**config.mk**
```make
export PLATFORM = sky130hd
export DESIGN_NAME = duo_pwm
export DESIGN_NICKNAME = d
export VERILOG_FILES = /design/src/rtl/duo_pwm_pkg.sv /design/src/rtl/duo_pwm_regs.sv /design/src/rtl/duo_pwm_prescale.sv /design/src/rtl/duo_pwm_wave.sv /design/src/rtl/duo_pwm.sv
export SDC_FILE = /design/constraint.sdc
export NUM_CORES = 1
export LEC_CHECK = 0
export ABC_AREA = 1
export BUFFER_PORTS_ARGS = -buffer_cell sky130_fd_sc_hd__buf_2
export CAP_MARGIN = 20
export CORE_ASPECT_RATIO = 1.1
export CORE_MARGIN = 2
export CORE_UTILIZATION = 56
export CTS_CLUSTER_SIZE = 25
export DETAILED_ROUTE_END_ITERATION = 10
export GPL_ROUTABILITY_DRIVEN = 0
export PLACE_DENSITY = 0.77
export SETUP_SLACK_MARGIN = 0.2
export SYNTH_ARGS = -nofsm -noshare
export SYNTH_HDL_FRONTEND = slang
export SYNTH_HIERARCHICAL = 1
export SYNTH_SLANG_ARGS = --single-unit
```
**constraint.sdc**
```tcl
create_clock -name clk -period 3.3 [get_ports clk]
set_input_delay 0.165 -clock clk [delete_from_list [all_inputs] [get_ports clk]]
set_output_delay 0.165 -clock clk [all_outputs]
set_load 0.02 [all_outputs]
```
**src/rtl/duo_pwm_pkg.sv**
```systemverilog
package duo_pwm_pkg;
  localparam int NUM_CH = 2;
  localparam int DATA_W = 32;
  localparam int CNT_W  = 16;
  localparam int DIV_W  = 7;
  localparam int SRC_N  = 4;
  localparam int SEL_W  = $clog2(SRC_N);
  localparam int POS_W  = CNT_W + 1;

  // Bits of the control word that hold state; the others read zero.
  localparam logic [DATA_W-1:0] CTRL_KEEP = 32'h00FF_FFF3;

  function automatic int run_bit(input int ch);
    return ch;
  endfunction

  function automatic int sel_lsb(input int ch);
    return 4 + 2 * ch;
  endfunction

  function automatic int div_lsb(input int ch);
    return 8 + 8 * ch;
  endfunction

  function automatic int gate_bit(input int ch);
    return 15 + 8 * ch;
  endfunction

  // True when the position just completed is the last one of the period.
  function automatic logic period_last(input logic [POS_W-1:0] pos,
                                       input logic [CNT_W-1:0] hi,
                                       input logic [CNT_W-1:0] lo);
    logic [POS_W:0] next_pos;
    logic [POS_W:0] span;
    next_pos = {1'b0, pos} + 1'b1;
    span     = {2'b00, hi} + {2'b00, lo};
    return next_pos >= span;
  endfunction

  // Output is high while the position lies inside the high phase.
  function automatic logic in_high(input logic [POS_W-1:0] pos,
                                   input logic [CNT_W-1:0] hi);
    return {1'b0, hi} > pos;
  endfunction
endpackage

```
**src/rtl/duo_pwm_regs.sv**
```systemverilog
module duo_pwm_regs
  import duo_pwm_pkg::*;
#(
  parameter int ADDR_W = 4
) (
  input  logic                           clk,
  input  logic                           rst_n,
  input  logic                           wr,
  input  logic [ADDR_W-1:0]              addr,
  input  logic [DATA_W-1:0]              wdata,
  output logic [DATA_W-1:0]              rdata,
  output logic [DATA_W-1:0]              ctrl,
  output logic [NUM_CH-1:0][DATA_W-1:0]  counts
);
  localparam logic [1:0] SLOT_CTRL = 2'd2;

  logic [1:0] slot;
  assign slot = addr[3:2];

  always_ff @(posedge clk or negedge rst_n) begin
    if (!rst_n) begin
      ctrl   <= '0;
      counts <= '0;
    end else if (wr) begin
      if (slot == SLOT_CTRL) ctrl <= wdata & CTRL_KEEP;
      for (int c = 0; c < NUM_CH; c++) begin
        if (slot == 2'(c)) counts[c] <= wdata;
      end
    end
  end

  always_comb begin
    rdata = '0;
    if (slot == SLOT_CTRL) rdata = ctrl;
    for (int c = 0; c < NUM_CH; c++) begin
      if (slot == 2'(c)) rdata = counts[c];
    end
  end
endmodule

```
**src/rtl/duo_pwm_prescale.sv**
```systemverilog
module duo_pwm_prescale
  import duo_pwm_pkg::*;
(
  input  logic             clk,
  input  logic             rst_n,
  input  logic             active,
  input  logic [SRC_N-1:0] src,
  input  logic [SEL_W-1:0] sel,
  input  logic [DIV_W-1:0] div,
  output logic             tick
);
  logic [DIV_W-1:0] pcnt;
  logic             src_hit;
  logic             at_limit;

  assign src_hit  = src[sel];
  assign at_limit = (pcnt == div);
  assign tick     = active & src_hit & at_limit;

  always_ff @(posedge clk or negedge rst_n) begin
    if (!rst_n)          pcnt <= '0;
    else if (!active)    pcnt <= '0;
    else if (src_hit)    pcnt <= at_limit ? '0 : pcnt + 1'b1;
  end
endmodule

```
**src/rtl/duo_pwm_wave.sv**
```systemverilog
module duo_pwm_wave
  import duo_pwm_pkg::*;
(
  input  logic             clk,
  input  logic             rst_n,
  input  logic             run,
  input  logic             tick,
  input  logic [CNT_W-1:0] hi_req,
  input  logic [CNT_W-1:0] lo_req,
  output logic             wave,
  output logic             wrap,
  output logic             hi_zero,
  output logic             lo_zero
);
  logic [POS_W-1:0] pos;
  logic [CNT_W-1:0] hi_cur;
  logic [CNT_W-1:0] lo_cur;
  logic             last;

  assign last    = period_last(pos, hi_cur, lo_cur);
  assign wrap    = run & tick & last;
  assign wave    = run & in_high(pos, hi_cur);
  assign hi_zero = (hi_cur == '0);
  assign lo_zero = (lo_cur == '0);

  always_ff @(posedge clk or negedge rst_n) begin
    if (!rst_n) begin
      pos    <= '0;
      hi_cur <= '0;
      lo_cur <= '0;
    end else if (!run || wrap) begin
      pos    <= '0;
      hi_cur <= hi_req;
      lo_cur <= lo_req;
    end else if (tick) begin
      pos    <= pos + 1'b1;
    end
  end
endmodule

```
**src/rtl/duo_pwm.sv**
```systemverilog
module duo_pwm
  import duo_pwm_pkg::*;
#(
  parameter int ADDR_W = 4
) (
  input  logic              clk,
  input  logic              rst_n,
  input  logic [SRC_N-1:0]  tick_src,
  input  logic              reg_wr,
  input  logic [ADDR_W-1:0] reg_addr,
  input  logic [DATA_W-1:0] reg_wdata,
  output logic [DATA_W-1:0] reg_rdata,
  output logic [NUM_CH-1:0] pwm_out
);
  logic [DATA_W-1:0]             ctrl;
  logic [NUM_CH-1:0][DATA_W-1:0] counts;
  logic [NUM_CH-1:0]             chan_en;
  logic [NUM_CH-1:0]             gate_en;
  logic [NUM_CH-1:0]             ptick;
  logic [NUM_CH-1:0]             period_wrap;
  logic [NUM_CH-1:0]             hi_zero;
  logic [NUM_CH-1:0]             lo_zero;

  duo_pwm_regs #(.ADDR_W(ADDR_W)) u_regs (
    .clk    (clk),
    .rst_n  (rst_n),
    .wr     (reg_wr),
    .addr   (reg_addr),
    .wdata  (reg_wdata),
    .rdata  (reg_rdata),
    .ctrl   (ctrl),
    .counts (counts)
  );

  for (genvar ch = 0; ch < NUM_CH; ch++) begin : g_ch
    assign chan_en[ch] = ctrl[run_bit(ch)];
    assign gate_en[ch] = ctrl[gate_bit(ch)];

    duo_pwm_prescale u_pre (
      .clk    (clk),
      .rst_n  (rst_n),
      .active (chan_en[ch] & gate_en[ch]),
      .src    (tick_src),
      .sel    (ctrl[sel_lsb(ch) +: SEL_W]),
      .div    (ctrl[div_lsb(ch) +: DIV_W]),
      .tick   (ptick[ch])
    );

    duo_pwm_wave u_wave (
      .clk     (clk),
      .rst_n   (rst_n),
      .run     (chan_en[ch]),
      .tick    (ptick[ch]),
      .hi_req  (counts[ch][DATA_W-1 -: CNT_W]),
      .lo_req  (counts[ch][CNT_W-1:0]),
      .wave    (pwm_out[ch]),
      .wrap    (period_wrap[ch]),
      .hi_zero (hi_zero[ch]),
      .lo_zero (lo_zero[ch])
    );
  end
endmodule

```
Word level (Yosys, flattened, before mapping) --
Index checks and enable logic that the tools add are counted.
Operators by class: bitwise operators 12, eq/ne operators 6, muxes and demuxes 17, reduce and logical (&&, ||, !) cells 10, magnitude comparators 6, add/subtract/negate cells 8
Operator list (number):
- $mux W17 | 4
- $mux W32 | 2
- $mux W7 | 6
- $add A17 B1 Y18 const B | 2
- $ge A18 B18 Y1 | 2
- $add A16 B16 Y17 | 2
- $add A17 B1 Y17 const B | 2
- $gt A16 B17 Y1 | 2
- $mux W24 | 1
- $add A7 B1 Y7 const B | 2
- $eq A7 B7 Y1 | 2
- $and A1 B1 Y1 | 12
- $lt A2 B3 Y1 const B | 2
- $reduce_and A2 Y1 | 3
- $bmux W1 S2 | 2
- $ne A2 B2 Y1 const B | 2
- $reduce_bool A2 Y1 | 2
- $eq A2 B1 Y1 const B | 1
- $eq A2 B2 Y1 const B | 1
- $logic_not A1 Y1 | 2
- $logic_not A2 Y1 | 1
- $logic_or A1 B1 Y1 | 2
- $mux W1 | 2
Storage, ports and cells: input bits 43, word-level logic and storage cells 70, register bits 198, output and inout bits 34

Logic depth before layout (Yosys ltp) --
Gate-level depths: netlist (run 1).
word-level depth 8, gate-level depth with buffers 25, depth with buffers taken out 24

Modules after synthesis --
Netlist (run 1), hierarchy kept.
Modules (own cells, without submodules):
- duo_pwm_regs | instances 1, cells each 527, area an instance 4202.8 µm²
- duo_pwm_wave at g_ch[0].u_wave | instances 1, cells each 499, area an instance 3861.2 µm²
- duo_pwm_wave at g_ch[1].u_wave | instances 1, cells each 502, area an instance 3823.7 µm²
- duo_pwm_prescale | instances 2, cells each 84, area an instance 584.3 µm²
- duo_pwm | instances 1, cells each 4, area an instance 15.0 µm²

Least setup slack after synthesis (run 1) --
Ideal clock, no wire load.
path kind register -> register, start register g_ch[0].u_wave.hi_cur[0], end register g_ch[0].u_wave.hi_cur[0], data arrival time 3.162 ns, library setup time 0.117 ns, path buffers 1, required time 3.183 ns, setup slack 0.022 ns, stages on the path, launching flop included 21, cell sequence dfrtp_1 > ha_1 > fa_1 > nand3_1 > nand3_1 > nand2_1 > nand2_1 > a21oi_1 > o21ai_0 > a21oi_1 > xor2_1 > ha_1 > nand4_1 > o31a_1 > nand2_1 > nand2_1 > nand2_2 > nand2_4 > buf_2 > nand3_1 > nand2_1
Between the ends: cells in the longest elaborated chain, start to end 4
RTL lines:
- start: declaration | line duo_pwm_wave.sv:16 | logic [CNT_W-1:0] hi_cur;
- start signal: assignment | line duo_pwm_wave.sv:33 | hi_cur <= hi_req;
- $add A16 B16 Y17 | line duo_pwm_pkg.sv:36 | span = {2'b00, hi} + {2'b00, lo};
- $ge A18 B18 Y1 | line duo_pwm_pkg.sv:37 | return next_pos >= span;
- $and A1 B1 Y1 | line duo_pwm_wave.sv:21 | assign wrap = run & tick & last;
- $logic_or A1 B1 Y1 | line duo_pwm_wave.sv:31 | end else if (!run || wrap) begin
Every way passes these cells. A chain may end at the register's enable or synchronous reset.

Worst setup path in the final report (run 1) --
start register g_ch[0].u_wave.pos[0], end register g_ch[0].u_wave.hi_cur[0]
Between the ends: cells in the longest elaborated chain, start to end 4
RTL lines:
- start: declaration | line duo_pwm_wave.sv:15 | logic [POS_W-1:0] pos;
- start signal: assignment | line duo_pwm_wave.sv:36 | pos <= pos + 1'b1;
- $add A17 B1 Y18 | line duo_pwm_pkg.sv:35 | next_pos = {1'b0, pos} + 1'b1;
- $ge A18 B18 Y1 | line duo_pwm_pkg.sv:37
- $and A1 B1 Y1 | line duo_pwm_wave.sv:21
- $logic_or A1 B1 Y1 | line duo_pwm_wave.sv:31
Every way passes these cells.

==> run metrics, run 1 <==
RSZ-0062 raised after global routing yes; final net count about 2000; setup ws final -265 ps; max-slew violations 0; PnR Total Power slightly below 9 mW; Final Cycle Share 1.08; failing checks setup timing; RR Startpoint g_ch[0].u_wave/pos[0]; via count 12427; synthesized cell area 12800 µm²; Fin Clk Skew 15.4 ps; Mean Syn Cell Area between 7 and 8 µm²; Mapped Nets 1807; Sink Count 198; Die Width 148 µm; timing endpoint of the critical path g_ch[0].u_wave/hi_cur[0]; r2r endpoint g_ch[0].u_wave/hi_cur[0]; Layout Cells excl Fill 2111; outcome finished with violations; DR WL/cell 18.2 µm; input/output buffers between 70 and 80; critical path type reg2reg; initial antenna violation count 0; clock slew at reported path FFs 70 ps; Clock Latency Late Sink 440 ps; most frequent cells in the layout nand2_1, dfrtp_1, nand3_1, inv_1, ha_1; Final HPWL DP around 25 mm; final critical-path required period 3560 ps; Initial Util 0.565; root buf cell clkbuf_16; count of final hold-check violations 0; CTS Buf Count 17; Critical Path Fanout Max 8; maximum VDD drop 356 µV; gr ovfl total 0; DRT Pass-1 Iters 7; global-route wire length before repair between 60 and 70 mm; most common cell after layout, fill and taps aside nand2_1; Detail Route Antenna Nets 0; Slew @ Worst Pin 877 ps; Lkg Pwr 8.20 nW; pin count of the biggest net entering global routing 88; Yosys Warn Count 6; vias per cell just under 6; Layout Area Growth over Synthesis 22.3%; drt initial violations 1207; # rows 58; crit path DAT 3940 ps; Post-DP Area 13700 µm²; vias in the first global route about 12000; # DRC 0; share of layout cells above drive strength 1 0.225; Die Ht between 150 and 200 µm; Placed Cells 2020; clk buf depth 2; CP startpoint g_ch[0].u_wave/pos[0]; area of the die 24200 µm²; Worst Setup End Kind flop; post-route cell area around 16000 µm²; core area between 20000 and 25000 µm²; Power Dens Cells about 560 nW/µm²; diodes inserted 0; Setup TNS Final -14450 ps; worst endpoint required time 3670 ps; CP startpoint kind flop; Cells after Synth approximately 1700; io pins 77; H-tree depth 4; FMAX 0.281 GHz; Max Cap Viol 0; final WL 38.5 mm; fin util 0.691; Final setup viols 83; CTS tree done; Relative slew margins 0.415; setup slack, reg-to-reg -260 ps; reg2reg path depth 22; worst hold path type in2reg; GRT Total Usage 0.315
-- cell type report --
class,instances,area (µm²)
clock buffers,18,439
clock inverters,12,110
fillers,1697,7010
inverters,145,544
multi-input cells,1248,7670
flip-flops and latches,198,4950
well taps,300,375
repair buffers,190,1600
-- routing by layer --
layer	vias up	GRT usage	wire length [µm]
met5	-	0	0
met4	0	0.123	1430
met3	117	0.0602	3350
met2	654	0.519	18300
met1	5865	0.413	15400
li1	5791	-	-
-- repair_timing --
action,4_1_cts,5_1_grt
gates resized for setup,128,63
endpoints found under the hold margin,105,0
gates cloned,10,0
hold buffers,24,0
buffers inserted,14,13
pin swaps,38,33
endpoints found under the setup margin,98,98
-- flip-flops by register name (all words and copies together), names as in the netlist --
name	count
g_ch.u_pre/pcnt	14
u_regs/counts	64
g_ch.u_wave/pos	34
u_regs/ctrl	22
g_ch.u_wave/lo_cur	32
g_ch.u_wave/hi_cur	32
-- through the flow --
step / setup slack [ps] / hold slack [ps]
3_3_place_gp: -28.8 / 238
4_1_cts: -50.3 / 3.19
2_1_floorplan: 204 / -131
3_5_place_dp: -94.6 / 234
5_1_grt: -345 / 19.0
6_report: -265 / 5.19
-- power breakdown --
group          leakage [nW]  switching, mW  total [mW]  internal [mW]
Clock                 0.265           1.01        2.02           1.01
Sequential             2.55          0.453        3.24           2.79
Combinational          5.38           2.12        3.56           1.44
-- worst min path at each step --
stage / start / endpoint / slack (ps) / depth (start not counted)
floorplan: rst_n / g_ch[0].u_pre/pcnt[0] / -130 / 0
global placement: rst_n / g_ch[1].u_wave/pos[15] / 240 / 1
detailed placement: rst_n / g_ch[1].u_wave/pos[16] / 230 / 1
CTS: reg_wdata[8] / u_regs/counts[8] / 3 / 3
global route: reg_wdata[21] / u_regs/counts[21] / 20 / 3
finish: reg_wdata[8] / u_regs/counts[8] / 5 / 3
-- critical path, stage by stage, from the launching register on --
cell and delay, ps:
dfrtp_1 380, ha_2 200, nand2_1 100, nor2_2 160, nand4_1 190, nor2_2 180
nand2_1 110, nor3_2 140, xor2_1 260, inv_1 90, ha_1 300, nand2_1 70
inv_2 80, nand3_1 110, o31a_1 310, nand2_1 100, nand2_2 80, nand2_2 90
nand2_4 110, buf_8 170, nand2_8 140, nand2_4 60, nand2_2 60
Power figures use the tool's default switching activity.
==> run 2: changes to the inputs <==
--- a/config.mk
+++ b/config.mk
@@ -20,3 +20,2 @@
 export SYNTH_HDL_FRONTEND = slang
-export SYNTH_HIERARCHICAL = 1
 export SYNTH_SLANG_ARGS = --single-unit
==> constraint.sdc (replaced) <==
create_clock -name clk -period 3.3 [get_ports clk]
set_input_delay 0.33 -clock clk [delete_from_list [all_inputs] [get_ports clk]]
set_output_delay 0.33 -clock clk [all_outputs]
set_load 0.02 [all_outputs]
==> run 2 against run 1 <==
  * The flow still finishes with violations (setup timing)
  * Synthesized cell count fell by 6.4%
  * Maximum frequency rose by 1.4%
  * Wire length rose by 1.0%
  * Sequential cell count is the same
  * Sequential power grew 7.4%
  * Clock skew shrank 0.86 ps
  * Largest cell class unchanged
==> run metrics, run 2 <==
most common cell after layout, fill and taps aside nand2_1; max FFs per register 64 (unchanged); clk buf depth 2 (unchanged); Clock Latency Late Sink 460 ps (+20 ps); Largest delay share family, worst path simple AND/OR/NAND/NOR gates; failing checks setup timing; final WL 38.9 mm (+1.0%); Post-synth EDFFs 0; Final HPWL DP 24.1 mm (-3.2%); crit path DAT 3850 ps (-90 ps); top cells by area, synth dfrtp_1, nand2_1, ha_1; clock slew at reported path FFs 90 ps (+20 ps); Place WS -103 ps (-8.17 ps); CP bufs+invs 4 (+1); crit-path max cell delay 430 ps (+50 ps); # rows 56 (-3.4%); CTS tree done; final net count 1832 (-5.9%); DR WL/cell 19.6 µm (+7.3%); Most flops, register u_regs.counts; vias in the first global route 11236 (-6.5%); diodes inserted 0 (unchanged); count leader, synth nand2_1; Sink Count 198 (unchanged); critical path type reg2reg; Detail Route Antenna Nets 0 (unchanged); Synth top area share 0.402; Die Width 145 µm (-2.0%); Synth async-reset ratio 1.00; post-route cell area 15400 µm² (-2.0%); Min Hold Slack 139 ps (+134 ps); Regs by FF count u_regs.counts (64), g_ch.u_wave.pos (34); global-route wire length before repair 57.9 mm (-4.4%); worst endpoint required time 3630 ps (-40 ps); Initial Util 0.575 (+0.00930); Unique masters post-synth 50; H-tree depth 4 (unchanged); Fin Clk Skew 14.6 ps (-0.858 ps); CP startpoint kind flop; max-slew violations 0 (unchanged); flop and latch count out of synthesis 198; Max Cap Viol 0 (unchanged); synth cell count leaders nand2_1, dfrtp_1, inv_1, nand3_1, o21ai_0; final critical-path required period 3510 ps (-50.0 ps); vias per cell 6.02 (+2.3%); Critical Path Fanout Max 7 (-1); Seq/Total Area, Yosys 0.402; Yosys Warn Count 0 (-6); initial antenna violation count 0 (unchanged); Final Cycle Share 1.07 (-0.0152); PnR Total Power 10.8 mW (+23%); Power Dens Cells 703 nW/µm² (+25%); Worst Setup End Kind flop; count of final hold-check violations 0 (unchanged); area of the die 23200 µm² (-4.0%); Primary FF master, synth dfrtp_1; CTS Buf Count 17 (unchanged); Lkg Pwr 7.87 nW (-4.0%); CP max stage cell dfrtp_1; CP cell instances ha_4 -> fa_2 -> nand3_2 -> nand2_2 -> buf_4 -> nand3_1 -> o2111ai_1 -> xnor2_1 -> ha_1 -> nand2_1 -> nor2_1 -> nand4_1 -> nand2_1 -> inv_1 -> nand2_1 -> nand2_2 -> nand2_4 -> nand2_8 -> buf_12 -> buf_16 -> nand2_2 -> nand2_1; io pins 77 (unchanged); maximum VDD drop 396 µV (+11%); outcome finished with violations; Layout Area Growth over Synthesis 25.0%; Die Ht 160 µm (-2.0%); RSZ-0062 raised after global routing yes; Final setup viols 80 (-3.6%); DRT Pass-1 Iters 8 (+1); share of layout cells above drive strength 1 0.233 (+0.00734); synthesized cell area 12300 µm² (-4.1%); most frequent cells in the layout nand2_1, dfrtp_1, inv_1, o21ai_0, nand3_1; input/output buffers 74 (unchanged); core area 21400 µm² (-5.6%); # DRC 0 (unchanged); Mean Syn Cell Area 7.93 µm² (+2.5%); pin count of the biggest net entering global routing 85 (-3.4%); area leader, netlist dfrtp_1; Cells after Synth 1554 (-6.4%); most used cell, CP nand2_1; GRT Total Usage 0.312 (-0.00344); setup ws final -215 ps (+50.0 ps); Relative slew margins 0.504 (+0.0892); Slew @ Worst Pin 743 ps (-134 ps); Post-DP Area 13300 µm² (-3.1%); gr ovfl total 0 (unchanged); worst hold path type in2reg; via count 11972 (-3.7%); drt initial violations 1237 (+2.5%); Mapped Nets 1701 (-5.9%); root buf cell clkbuf_16; FMAX 0.285 GHz (+1.4%); Fill cells 1555 (-8.4%)
run 2: cell types whose count changed in the layout (fill, tap and decap cells not counted), moves of 11 or more:
cell,before,now
nand2_1,482,377
o21ai_0,22,129
o22ai_2,14,0
nand3_2,34,21
dlygate4sd3_1,24,1
ha_1,97,86
nand4_1,66,31
xor2_1,39,54
nand3_1,189,112
nor3_1,11,25
and2_4,0,16
run 2: cells by family (layout without fill, tap and decap cells):
family	count (synthesis)	after routing	share of synthesized area
buf+inv	201	345	0.0692
compound gates	235	235	0.106
flops	198	198	0.402
simple gates	739	739	0.261
fa+ha+maj	104	104	0.107
xor+xnor	77	77	0.0547
run 2: per-stage QoR:
step,TNS [ps],std cells,utilization
finish,-8960,1988,0.718
global route,-23600,1988,0.718
CTS,-2400,1978,0.688
detailed placement,-5910,1921,0.620
global placement,-720,1921,0.620
floorplan,0,1554,-
run 2: layer usage:
| metal | part of all wire | up-vias | wire length [µm] | global-route usage |
|---|---|---|---|---|
| met2 | 0.49 | 647 | 18900 | 0.530 |
| met4 | 0.053 | 0 | 2050 | 0.134 |
| met3 | 0.078 | 164 | 3030 | 0.0427 |
| met5 | 0 | - | 0 | 0 |
| met1 | 0.38 | 5742 | 14900 | 0.400 |
| li1 | - | 5419 | - | - |
run 2: where the power goes:
group,total (mW),switching [mW],internal [mW]
combinational,5.06,2.90,2.16
clock,2.28,1.20,1.08
sequential,3.48,0.619,2.86
run 2: tightest hold or removal path, cell delays in order:
cell     delay, ps
buf_2           90
inv_1           60
o21ai_0         80
run 2: final timing paths:
check | start | end | slack (ps) | cells after the start
max | g_ch[0].u_wave.hi_cur[0] | g_ch[0].u_wave.hi_cur[12] | -210 | 22
min | reg_wdata[31] | u_regs.counts[63] | 140 | 3
max reg2reg | g_ch[0].u_wave.hi_cur[0] | g_ch[0].u_wave.hi_cur[12] | -210 | 22
min reg2reg | g_ch[0].u_wave.lo_cur[13] | g_ch[0].u_wave.lo_cur[13] | 520 | 2
max in group asynchronous | rst_n | g_ch[0].u_wave.lo_cur[1] | 1860 | 3
min in group asynchronous | rst_n | g_ch[0].u_wave.pos[15] | 480 | 2
run 2: timing repair:
action,CTS,global route
setup buffers,13,7
gates resized for setup,111,124
cloned,11,2
pin swaps,36,38
endpoints found under the setup margin,98,98
hold endpoints to repair,81,0
hold buffers,1,0
run 2: final cells by class:
| class | count | area, µm² | share of cell area |
|---|---|---|---|
| Clock buffer | 17 | 425 | 0.0276 |
| Multi-Input combinational cell | 1155 | 7370 | 0.479 |
| Sequential cell | 198 | 4960 | 0.322 |
| Clock inverter | 15 | 221 | 0.0144 |
| Tap cell | 290 | 363 | 0.0236 |
| Timing Repair Buffer | 169 | 1510 | 0.0982 |
| Inverter | 144 | 541 | 0.0351 |
==> run 3: changes to the inputs <==
==> constraint.sdc (replaced) <==
create_clock -name clk -period 3.3 [get_ports clk]
set_input_delay 0.165 -clock clk [delete_from_list [all_inputs] [get_ports clk]]
set_output_delay 0.165 -clock clk [all_outputs]
set_load 0.02 [all_outputs]
==> run 3 against run 2 <==
  * First-iteration DRC count up 9.9%
  * The run still ends with setup timing left
  * Critical path depth shrank 1
  * Combinational power grew 4.3%
  * Critical path type unchanged
==> run metrics, run 3 (synthesis gave the netlist of run 2 again) <==
vias per cell 6.11 (+1.5%); Post-DP Area 13300 µm² (+0.25%); outcome finished with violations; Initial Util 0.575 (unchanged); final net count 1850 (+0.98%); Regs by FF count u_regs.counts (64), g_ch.u_wave.pos (34); input/output buffers 74 (unchanged); critical path type reg2reg; failing checks setup timing; clock power share 0.210 (about the same); core area 21400 µm² (unchanged); max-slew violations 0 (unchanged); CP cell instances ha_4 -> a21oi_2 -> o21ai_0 -> a21oi_1 -> nand2_1 -> xor2_1 -> ha_1 -> nand2_1 -> inv_1 -> and3_1 -> nand4_1 -> nand2_1 -> inv_1 -> nand2_1 -> nand2_2 -> nand2_4 -> nand2_8 -> buf_12 -> buf_16 -> nand2_2 -> nand2_1; H-tree depth 4 (unchanged); global-route wire length before repair 61.3 mm (+5.9%); Critical Path Fanout Max 6 (-1); diodes inserted 0 (unchanged); CP max stage cell dfrtp_1; Sink Count 198 (unchanged); clock slew at reported path FFs 100 ps (about the same); crit-path max cell delay 500 ps (+70 ps); gr ovfl total 0 (unchanged); CTS Buf Count 17 (unchanged); most used cell, CP nand2_1; # rows 56 (unchanged); drt initial violations 1359 (+9.9%); Final setup viols 98 (+23%); pin count of the biggest net entering global routing 111 (+31%); post-route cell area 15600 µm² (+1.5%); Power Dens Cells 708 nW/µm² (+0.84%); count of final hold-check violations 0 (unchanged); most frequent cells in the layout nand2_1, dfrtp_1, inv_1, o21ai_0, nand3_1; worst hold path type in2reg; Lkg Pwr 8.01 nW (+1.8%); worst endpoint required time 3630 ps (about the same); most common cell after layout, fill and taps aside nand2_1; Layout Area Growth over Synthesis 26.8%; Most flops, register u_regs.counts; DRT Pass-1 Iters 7 (-1); setup slack, reg-to-reg -420 ps (-210 ps); net switching power 4.87 mW (+3.2%); Switching Share 0.440 (+0.00375); Combinational Power Share 0.477 (+0.009); DR WL/cell 20.2 µm (+3.4%); Slew @ Worst Pin 921 ps (+178 ps); Worst Setup End Kind flop; Hold Crit Start reg_wdata[16]; area of the die 23200 µm² (unchanged); Min Hold Slack 3.08 ps (-136 ps); share of layout cells above drive strength 1 0.241 (+0.00863); clk buf depth 2 (unchanged); CP startpoint kind flop; setup ws final -421 ps (-207 ps); internal power 6.20 mW (+1.6%); CTS tree done; Detail Route Antenna Nets 0 (unchanged); crit path DAT 4050 ps (+200 ps); Final Cycle Share 1.13 (+0.0626); io pins 77 (unchanged); Max Cap Viol 0 (unchanged); via count 12258 (+2.4%); CP startpoint g_ch[0].u_wave.hi_cur[11]; root buf cell clkbuf_16; final critical-path required period 3720 ps (+207 ps); Die Width 145 µm (unchanged); Clock Latency Late Sink 460 ps (about the same); sequential share of power 0.313 (-0.008); RR Startpoint g_ch[0].u_wave.hi_cur[11]; max FFs per register 64 (unchanged); Final HPWL DP 24.3 mm (+0.61%); Die Ht 160 µm (unchanged); FMAX 0.269 GHz (-5.6%); maximum VDD drop 423 µV (+6.8%); GRT Total Usage 0.332 (+0.0198); final WL 40.6 mm (+4.3%); Fin Clk Skew 19.4 ps (+4.81 ps); vias in the first global route 11762 (+4.7%); initial antenna violation count 0 (unchanged); Relative slew margins 0.386 (-0.118); # DRC 0 (unchanged); RSZ-0062 raised after global routing yes
## run 3: cell count changes in the layout (fill, tap and decap cells not counted), moves of 3 or more
cell / previous run / this run
dlygate4sd3_1: 1 / 8
nand3_2: 21 / 28
a21oi_1: 50 / 44
nand3_1: 112 / 106
a21oi_2: 9 / 14
buf_6: 9 / 14
buf_12: 8 / 12
ha_1: 86 / 90
ha_4: 13 / 9
nand2_2: 69 / 66
nand2_4: 30 / 33
## run 3: stage by stage
| step | power [mW] | setup TNS, ps | utilization | setup WS [ps] | std cells |
|---|---|---|---|---|---|
| after floorplan | 5.86 | 0 | - | 233 | 1554 |
| after global placement | 7.01 | 0 | 0.621 | 6.16 | 1922 |
| after detailed placement | 7.15 | -2200 | 0.621 | -72.2 | 1922 |
| after CTS | 10.2 | -1950 | 0.710 | -85.1 | 2000 |
| after global routing | 11.6 | -38380 | 0.729 | -606 | 2006 |
| final | 11.1 | -22970 | 0.729 | -421 | 2006 |
## run 3: final timing paths
path / to / depth (start not counted)
setup / recovery: g_ch[0].u_wave.lo_cur[1] / 21
hold / removal: u_regs.counts[16] / 3
setup reg to reg: g_ch[0].u_wave.lo_cur[1] / 21
hold reg to reg: u_regs.counts[28] / 2
max in group asynchronous: u_regs.counts[42] / 3
min in group asynchronous: g_ch[0].u_wave.pos[16] / 2
## run 3: what timing repair did
action | 4_1_cts | 5_1_grt
resized for setup | 158 | 88
cloned | 11 | 2
endpoints found under the setup margin | 96 | 98
hold endpoints to repair | 119 | 0
hold buffers | 8 | 0
pin swaps | 29 | 11
setup buffers | 27 | 2
## run 3: area by class of cell
class / count / area [µm²]
Timing Repair Buffer: 187 / 1720
Clock inverter: 15 / 238
Multi-Input combinational cell: 1155 / 7370
Sequential cell: 198 / 4960
Clock buffer: 17 / 425
Tap cell: 290 / 363
Fill cell: 1503 / 5820
Inverter: 144 / 541
## run 3: layer usage
metal | routed length (µm) | global-route usage | vias up
met1 | 15300 | 0.419 | 5827
met5 | 0 | 0 | -
met2 | 19400 | 0.556 | 766
met4 | 2420 | 0.167 | 0
met3 | 3460 | 0.0499 | 225
li1 | - | - | 5440
## run 3: worst max-delay path: cells and delay by family, from the launching register on
| kind | cells | cell delay [ps] |
|---|---|---|
| compound gates | 3 | 810 |
| buf+inv | 4 | 490 |
| xor+xnor | 1 | 160 |
| simple gates | 11 | 1080 |
| fa+ha+maj | 2 | 540 |
| flops | 1 | 500 |
## run 3: power by group through the flow
| stage | clock network (mW) | logic, mW | registers, mW |
|---|---|---|---|
| 2_1_floorplan | 0 | 2.68 | 3.17 |
| 3_5_place_dp | 0 | 3.80 | 3.35 |
| 3_3_place_gp | 0 | 3.66 | 3.35 |
| 5_1_grt | 2.42 | 5.67 | 3.50 |
| 4_1_cts | 2.31 | 4.55 | 3.39 |
| 6_report | 2.32 | 5.28 | 3.47 |
